`src/rtl/pwr_rail_sequencer.sv`:
```
module pwr_rail_sequencer #(
  parameter int              ADDR_W        = 16,
  parameter logic [15:0]     A_LAYOUT      = 16'h2000,
  parameter logic [15:0]     A_CTRL        = 16'h2006,
  parameter logic [15:0]     A_STATUS      = 16'h200A,
  parameter logic [15:0]     A_FAIL        = 16'h200B,
  parameter logic [7:0]      LAYOUT_ID     = 8'h03,
  parameter int              SETTLE_CYC    = 16,
  parameter int              UP_TMO_CYC    = 1000,
  parameter int              DRAIN_TMO_CYC = 1000
) (
  input  logic              clk,
  input  logic              rst_n,
  input  logic [ADDR_W-1:0] bus_addr,
  input  logic              bus_wr,
  input  logic [7:0]        bus_wdata,
  output logic [7:0]        bus_rdata,
  input  logic [3:0]        pgood_in,
  output logic [3:0]        rail_en
);
  localparam int NR   = 4;
  localparam int M1   = (UP_TMO_CYC > DRAIN_TMO_CYC) ? UP_TMO_CYC : DRAIN_TMO_CYC;
  localparam int MAXC = (M1 > SETTLE_CYC) ? M1 : SETTLE_CYC;
  localparam int CW   = $clog2(MAXC + 1);

  typedef enum logic [2:0] {S_OFF, S_UP, S_ON, S_DOWN, S_DRAIN} st_t;

  st_t            st;
  logic [NR-1:0]  pg_m, pg, en_q, fail_q;
  logic           alarm_q;
  logic [1:0]     stg;
  logic [CW-1:0]  settle, tmo;

  wire ctl_wr  = bus_wr && (bus_addr == ADDR_W'(A_CTRL));
  wire req_on  = ctl_wr &&  bus_wdata[0];
  wire req_off = ctl_wr && !bus_wdata[0];

  wire [NR-1:0] cur_bit   = NR'(1) << stg;
  wire [NR-1:0] lower_bad = en_q & ~cur_bit & ~pg;
  wire          settled   = pg[stg] && (settle == CW'(SETTLE_CYC - 1));
  wire [NR-1:0] en_shrunk = en_q & (en_q >> 1);
  wire          powered   = (st == S_UP) || (st == S_ON);

  assign rail_en = en_q;

  always_ff @(posedge clk) begin
    if (!rst_n) begin
      pg_m <= '0;
      pg   <= '0;
    end else begin
      pg_m <= pgood_in;
      pg   <= pg_m;
    end
  end

  always_ff @(posedge clk) begin
    if (!rst_n) begin
      st      <= S_OFF;
      en_q    <= '0;
      fail_q  <= '0;
      alarm_q <= 1'b0;
      stg     <= '0;
      settle  <= '0;
      tmo     <= '0;
    end else begin
      case (st)
        S_OFF: begin
          if (req_on) begin
            alarm_q <= 1'b0;
            fail_q  <= '0;
            en_q    <= NR'(1);
            stg     <= '0;
            settle  <= '0;
            tmo     <= '0;
            st      <= S_UP;
          end
        end
        S_UP: begin
          if (|lower_bad) begin
            alarm_q <= 1'b1;
            fail_q  <= fail_q | lower_bad;
            st      <= S_DOWN;
          end else if (req_off) begin
            st <= S_DOWN;
          end else if (settled) begin
            settle <= '0;
            tmo    <= '0;
            if (stg == 2'(NR - 1)) begin
              st <= S_ON;
            end else begin
              stg  <= stg + 2'd1;
              en_q <= en_q | (cur_bit << 1);
            end
          end else if (tmo == CW'(UP_TMO_CYC - 1)) begin
            alarm_q <= 1'b1;
            fail_q  <= fail_q | cur_bit;
            st      <= S_DOWN;
          end else begin
            settle <= pg[stg] ? settle + CW'(1) : '0;
            tmo    <= tmo + CW'(1);
          end
        end
        S_ON: begin
          if (pg != '1) begin
            alarm_q <= 1'b1;
            fail_q  <= fail_q | ~pg;
            st      <= S_DOWN;
          end else if (req_off) begin
            st <= S_DOWN;
          end
        end
        S_DOWN: begin
          en_q <= en_shrunk;
          if (en_shrunk == '0) begin
            tmo <= '0;
            st  <= S_DRAIN;
          end
        end
        S_DRAIN: begin
          if (pg == '0 || tmo == CW'(DRAIN_TMO_CYC - 1)) st <= S_OFF;
          else tmo <= tmo + CW'(1);
        end
        default: st <= S_OFF;
      endcase
    end
  end

  always_comb begin
    bus_rdata = 8'h00;
    if      (bus_addr == ADDR_W'(A_LAYOUT)) bus_rdata = LAYOUT_ID;
    else if (bus_addr == ADDR_W'(A_CTRL))   bus_rdata = {7'd0, powered};
    else if (bus_addr == ADDR_W'(A_STATUS)) bus_rdata = {3'd0, alarm_q, pg};
    else if (bus_addr == ADDR_W'(A_FAIL))   bus_rdata = {4'd0, fail_q};
  end

  a_r1_off_no_rails: assert property (@(posedge clk) disable iff (!rst_n)
    (st == S_OFF) |-> (rail_en == '0));

  for (genvar k = 1; k < NR; k++) begin : g_up_chk
    a_r3_rise_after_good: assert property (@(posedge clk) disable iff (!rst_n)
      $rose(rail_en[k]) |-> $past(pg[k-1]));
  end

  for (genvar k = 0; k < NR - 1; k++) begin : g_dn_chk
    a_r5_reverse_fall: assert property (@(posedge clk) disable iff (!rst_n)
      $fell(rail_en[k]) |-> !rail_en[k+1]);
  end

  a_r6_fault_shutdown: assert property (@(posedge clk) disable iff (!rst_n)
    (st == S_ON && pg != '1) |=> (st == S_DOWN && alarm_q));

  a_r8_alarm_hold: assert property (@(posedge clk) disable iff (!rst_n)
    (alarm_q && !(st == S_OFF && req_on)) |=> alarm_q);

  a_r9_ignore_on: assert property (@(posedge clk) disable iff (!rst_n)
    ((st == S_DOWN || st == S_DRAIN) && req_on) |=> (st != S_UP));

  a_r10_drain_exit: assert property (@(posedge clk) disable iff (!rst_n)
    (st == S_DRAIN && pg == '0) |=> (st == S_OFF));
endmodule

```
`config.mk`:
```
export PLATFORM = sky130hd
export DESIGN_NAME = pwr_rail_sequencer
export DESIGN_NICKNAME = d
export VERILOG_FILES = /design/src/rtl/pwr_rail_sequencer.sv
export SDC_FILE = /design/constraint.sdc
export NUM_CORES = 1
export LEC_CHECK = 0
export ABC_AREA = 1
export BUFFER_PORTS_ARGS = -buffer_cell sky130_fd_sc_hd__clkbuf_2
export CORE_MARGIN = 8
export CORE_UTILIZATION = 62
export DETAILED_ROUTE_END_ITERATION = 7
export GPL_ROUTABILITY_DRIVEN = 0
export GPL_TIMING_DRIVEN = 0
export HOLD_SLACK_MARGIN = 0.08
export PLACE_DENSITY = 0.83
export SLEW_MARGIN = 30
export SYNTH_ARGS = -nofsm -noshare
export SYNTH_HDL_FRONTEND = slang
export SYNTH_SLANG_ARGS = --single-unit
export TNS_END_PERCENT = 50
```
`constraint.sdc`:
```
create_clock -name clk -period 2.83 [get_ports clk]
set_input_delay 0.566 -clock clk [delete_from_list [all_inputs] [get_ports clk]]
set_output_delay 0.566 -clock clk [all_outputs]
set_load 0.01 [all_outputs]
```
==> impl_metrics.toml, run 1 <==
[timing]
drv_slew = 0
tns_ns = 0
hold_viol = 0
max_freq_mhz = 380
tightest_slew_ns = 0.616
fin_crit_sh_pct = 93.1
relSlewSlack_pct = 58.6
skew_ns = 0.00807
setup-violations-final = 0
fin_crit_ns = 2.63
grt_setup_unrepaired = "no"

[drt]
routedWlPerCell_um = 12.3
drc = 0
ant_nets = 0
vias = 3055
drt_iter0_drc = 173
finalWirelength_um = 7000
firstDrtPassIters = 5
routed_via_density = 5.39

[critical_path]
r2r_cells = 12
cp_cell_sequence = "clkbuf_2 -> nor2_1 -> nand2_1 -> nor3_1 -> nand2_1 -> o311ai_0 -> clkbuf_2"
crit_path_max_incr_delay_ns = 0.49
slowest_stage = "nor3_1"
worstSetupPathType = "input port to primary output"
crit_family = "simple AND/OR/NAND/NOR gates"
worst-endpoint-arrival_ns = 2.07
r2r-start = "stg[0]"
end_kind = "primary output"
worst_setup_path_start_kind = "input port"
worst-path-max-fanout = 5
worst_ep_required_time_ns = 2.26
cp_num_buf_inv = 2
worstReg2RegEnd = "st[0]"
regToRegSetupSlack_ns = 0.77

[logic_synthesis]
synth_area_um2 = 2880
synth.distinct_cells = 39
synth_seq_cells = 42
synth_flop_cell = "dfxtp_1"
yosysWarnings = 0
synth_cells = 471
syn_avg_cell_area_um2 = 6.12
ys_async_sr_fraction_pct = 0
ys_seq_area_share_pct = 29.2
synth_edf_count = 0

[cts]
cts-buffers-inserted = 5
cts.htree.levels = 2
clk_path_buf_depth = 2
cts_tree = "yes"
cts_hold_buf = 0
clk_latency_ns = 0.30
path_clk_slew_ns = 0.08
cts_setup_buffers = 0
cts.sinks = 42
clock-root-buffer = "clkbuf_8"
cts.repair.resized = 0

[global_route]
grt_overflow = 0
grt_usage_pct = 20.0
grt_pass1_vias = 2766
grt_pass1_wl_um = 12200
met2_usage_pct = 32.0
grt_use_met3_pct = 4.65
grt_busiest_layer = "met2"
antenna_found_initial = 0
grt_max_degree = 14
met1_usage_pct = 25.6

[die]
rows = 25
die_w_um = 84.2
core_area_um2 = 4600
num_io_pins = 43
start_util_pct = 62.7
die_h_um = 84.2
die-area_um2 = 7090

[job]
max-cap-violations = 0

[pwr]
power.total_w = 0.00311
powerDensity_nw_per_um2 = 968
cellLeakagePower_nw = 1.50
max-vdd-ir-drop_mv = 0.710

[finish]
final_common_cell = "nand2_1"
flow.area_growth_from_synthesis_pct = 11.5
nets = 549
final_cells = 567
mostFrequentLayoutCells = "118 x nand2_1, 65 x nor2_1, 63 x inv_1"
layout-drive-gt1-share_pct = 15.4
antenna-diode-count = 0
fin_area_um2 = 3210
final_util_pct = 69.9

[min_path]
hold_end = "pg[1]"
min_from = "pg_m[1]"
hold_class = "register to register"
holdPathStages = 2

[placement]
portBuffers = 32
placed_area_um2 = 3120
dp_hpwl_um = 5330
dp_cells = 559

[outcome]
status = "finished clean"
power by group:
group          switching [W]  internal (W)  total [W]
Sequential          0.000121      0.000718   0.000839
Clock               0.000222      0.000196   0.000418
Combinational        0.00123      0.000618    0.00185
Total                0.00158       0.00153    0.00311
per-layer routing:
layer | up-vias | part of all wire, %
met5 | - | 0
met4 | 0 | 1.5
met3 | 11 | 6.9
met2 | 103 | 46
met1 | 1357 | 46
li1 | 1584 | -
sequential cells by signal, indices dropped and copies added (netlist names):
signal   count
stg          2
alarm_q      1
settle      10
fail_q       4
pg           4
tmo         10
st           3
rail_en      4
pg_m         4
cell type report:
class	instances	area [um2]
multi-input combinational	348	1680
fill	421	1390
sequential	42	841
timing repair buffer	32	160
tap	54	67.6
clock inverter	2	12.5
buffer	14	106
clock buffer	6	82.6
inverter	69	264
worst register-to-register path: cells and delay by family (launching register included):
kind	cells	cell delay, ns
adders and majority gates	1	0.25
and+or+nand+nor	9	1.01
DFF	1	0.46
AOI/OAI and AO/OA	1	0.17
buffers and inverters	1	0.07
how the worst max path moves through the flow:
stage,startpoint,endpoint,depth (start not counted)
final,bus_addr[5],bus_rdata[1],7
after global routing,bus_addr[9],bus_rdata[0],9
after CTS,bus_addr[5],bus_rdata[1],7
after detailed placement,bus_addr[5],bus_rdata[1],7
after global placement,bus_addr[5],bus_rdata[1],7
after floorplan,bus_addr[5],bus_rdata[1],5
metrics by stage:
stage / setup WS (ns) / hold slack, ns
CTS: 0.232 / 0.416
global placement: 0.300 / 0.394
finish: 0.196 / 0.415
global route: 0.0316 / 0.437
detailed placement: 0.239 / 0.397
floorplan: 0.510 / 0.386
cell usage after synthesis, types with 2 or more instances:
library cell,number,area [um2]
buf_6,4,45.0
nand2_2,10,62.6
a21oi_2,2,17.5
o21ai_0,14,70.1
o21bai_1,2,15.0
buf_2,5,25.0
nor4_1,5,31.3
dfxtp_1,42,841
xor2_1,4,35.0
nand2_1,118,443
nor3_1,9,45.0
nor2_2,4,25.0
nand3b_1,2,15.0
nand4_1,10,62.6
inv_2,4,15.0
o32ai_1,2,17.5
nor2_4,2,22.5
inv_1,63,236
buf_4,3,22.5
nor2_1,65,244
nand3_1,47,235
a21oi_1,32,160
ha_1,6,75.1
kinds of logic (layout without fill, tap and decap cells):
family / after synthesis / after routing / share of synthesized area, %
flops: 42 / 42 / 29.2
buf+inv: 83 / 123 / 12.8
xor+xnor: 4 / 4 / 1.22
other cells: 1 / 3 / 0.130
simple gates: 277 / 277 / 42.7
fa+ha+maj: 6 / 6 / 2.60
compound gates: 58 / 58 / 11.3
No activity file was read; power rests on OpenSTA's default activity.
==> inputs of run 2 (changes only) <==
PLACE_DENSITY = 0.95   (was 0.83)
==> run 2 against run 1 <==
Against the previous run:
- clock skew up 0.0057 ns
- register-to-register slack worse by 0.08 ns
- via count up 4.2%
- clock power up 16%
- largest cell class unchanged
- largest power group unchanged
==> impl_metrics.toml, run 2 (synthesis results as in run 1) <==
[outcome]
status = "finished clean"

[pwr]
powerDensity_nw_per_um2 = 996
max-vdd-ir-drop_mv = 0.660
pwr-share-seq_pct = 26.2
p_sw_w = 0.00161
switching_share_pct = 50.2
power_frac_comb_pct = 58.7
cellLeakagePower_nw = 1.50
pwr-share-clk_pct = 15.1
p_int_w = 0.00160

[die]
die_h_um = 84.2
num_io_pins = 43
die_w_um = 84.2
core_area_um2 = 4600
die-area_um2 = 7090
rows = 25
start_util_pct = 62.7

[timing]
relSlewSlack_pct = 63.8
tns_ns = 0
grt_setup_unrepaired = "no"
fin_crit_ns = 2.53
skew_ns = 0.0138
drv_slew = 0
setup-violations-final = 0
hold_viol = 0
max_freq_mhz = 395
tightest_slew_ns = 0.538
fin_crit_sh_pct = 89.4

[drt]
drt_iter0_drc = 283
ant_nets = 0
vias = 3182
firstDrtPassIters = 7
drc = 0
routed_via_density = 5.61
finalWirelength_um = 7430
routedWlPerCell_um = 13.1

[cts]
cts_setup_buffers = 0
cts.sinks = 42
cts.htree.levels = 2
cts_hold_buf = 0
clk_latency_ns = 0.31
cts_tree = "yes"
cts-buffers-inserted = 5
path_clk_slew_ns = 0.09
clock-root-buffer = "clkbuf_8"
clk_path_buf_depth = 2
cts.repair.resized = 0

[global_route]
grt_max_degree = 14
grt_pass1_vias = 2978
antenna_found_initial = 0
grt_pass1_wl_um = 12800
grt_usage_pct = 21.0
grt_overflow = 0

[finish]
nets = 549
final_common_cell = "nand2_1"
biggestRegsByFlops = "settle: 10 flops, tmo: 10 flops"
final_cells = 567
flow.area_growth_from_synthesis_pct = 12.0
mostFrequentLayoutCells = "118 x nand2_1, 65 x nor2_1, 63 x inv_1"
antenna-diode-count = 0
layout-drive-gt1-share_pct = 15.2

[critical_path]
end_kind = "primary output"
worst_ep_required_time_ns = 2.26
worstSetupPathType = "input port to primary output"
worst_setup_path_start_kind = "input port"
worst-path-max-fanout = 5
worst-endpoint-arrival_ns = 1.96
regToRegSetupSlack_ns = 0.69

[min_path]
hold_class = "register to register"

[placement]
dp_hpwl_um = 5400
dp_cells = 559
portBuffers = 32

[job]
max-cap-violations = 0
[run 2: path summary, 6_finish.rpt]
path	start	to	cells past startpoint
max	bus_addr[5]	bus_rdata[1]	7
min	pg_m[2]	pg[2]	2
max reg2reg	stg[0]	settle[0]	10
min reg2reg	pg_m[2]	pg[2]	2
[run 2: worst max-delay path, stage by stage]
cell and delay, ns:
clkbuf_2 0.08, nor2_1 0.10, nand2_1 0.07, nor3_1 0.44, nand2_1 0.20, o311ai_0 0.31, clkbuf_2 0.19
[run 2: final cells by class]
| cell class | count | area (um2) |
|---|---|---|
| Inverter | 69 | 264 |
| Tap cell | 54 | 67.6 |
| Fill cell | 381 | 1370 |
| Multi-Input combinational cell | 348 | 1680 |
| Clock buffer | 6 | 72.6 |
| Timing Repair Buffer | 32 | 160 |
| Clock inverter | 2 | 37.5 |
| Sequential cell | 42 | 841 |
| Buffer | 14 | 106 |
[run 2: metal layers]
metal | global-route usage [%] | part of all wire, % | up-vias
met5 | 0 | 0 | -
met4 | 10.2 | 2.7 | 0
met3 | 4.65 | 7.2 | 23
met2 | 35.7 | 49 | 145
met1 | 24.2 | 41 | 1428
li1 | - | - | 1586
[run 2: through the flow]
stage / hold slack [ns] / power [W] / setup WS (ns) / instance area (um2) / utilization (%)
after floorplan: 0.386 / 0.00227 / 0.510 / 2890 / -
after global placement: 0.391 / 0.00262 / 0.310 / 3120 / 67.8
after detailed placement: 0.396 / 0.00269 / 0.290 / 3120 / 67.8
after CTS: 0.417 / 0.00319 / 0.288 / 3230 / 70.2
after global routing: 0.438 / 0.00351 / 0.130 / 3230 / 70.2
final: 0.405 / 0.00322 / 0.299 / 3230 / 70.2
[run 2: power groups by stage]
stage	Clock (W)	Combinational, W	Sequential [W]
floorplan	0	0.00144	0.000832
CTS	0.000491	0.00186	0.000838
global route	0.000516	0.00214	0.000861
global placement	0	0.00178	0.000843
finish	0.000486	0.00189	0.000842
detailed placement	0	0.00184	0.000852
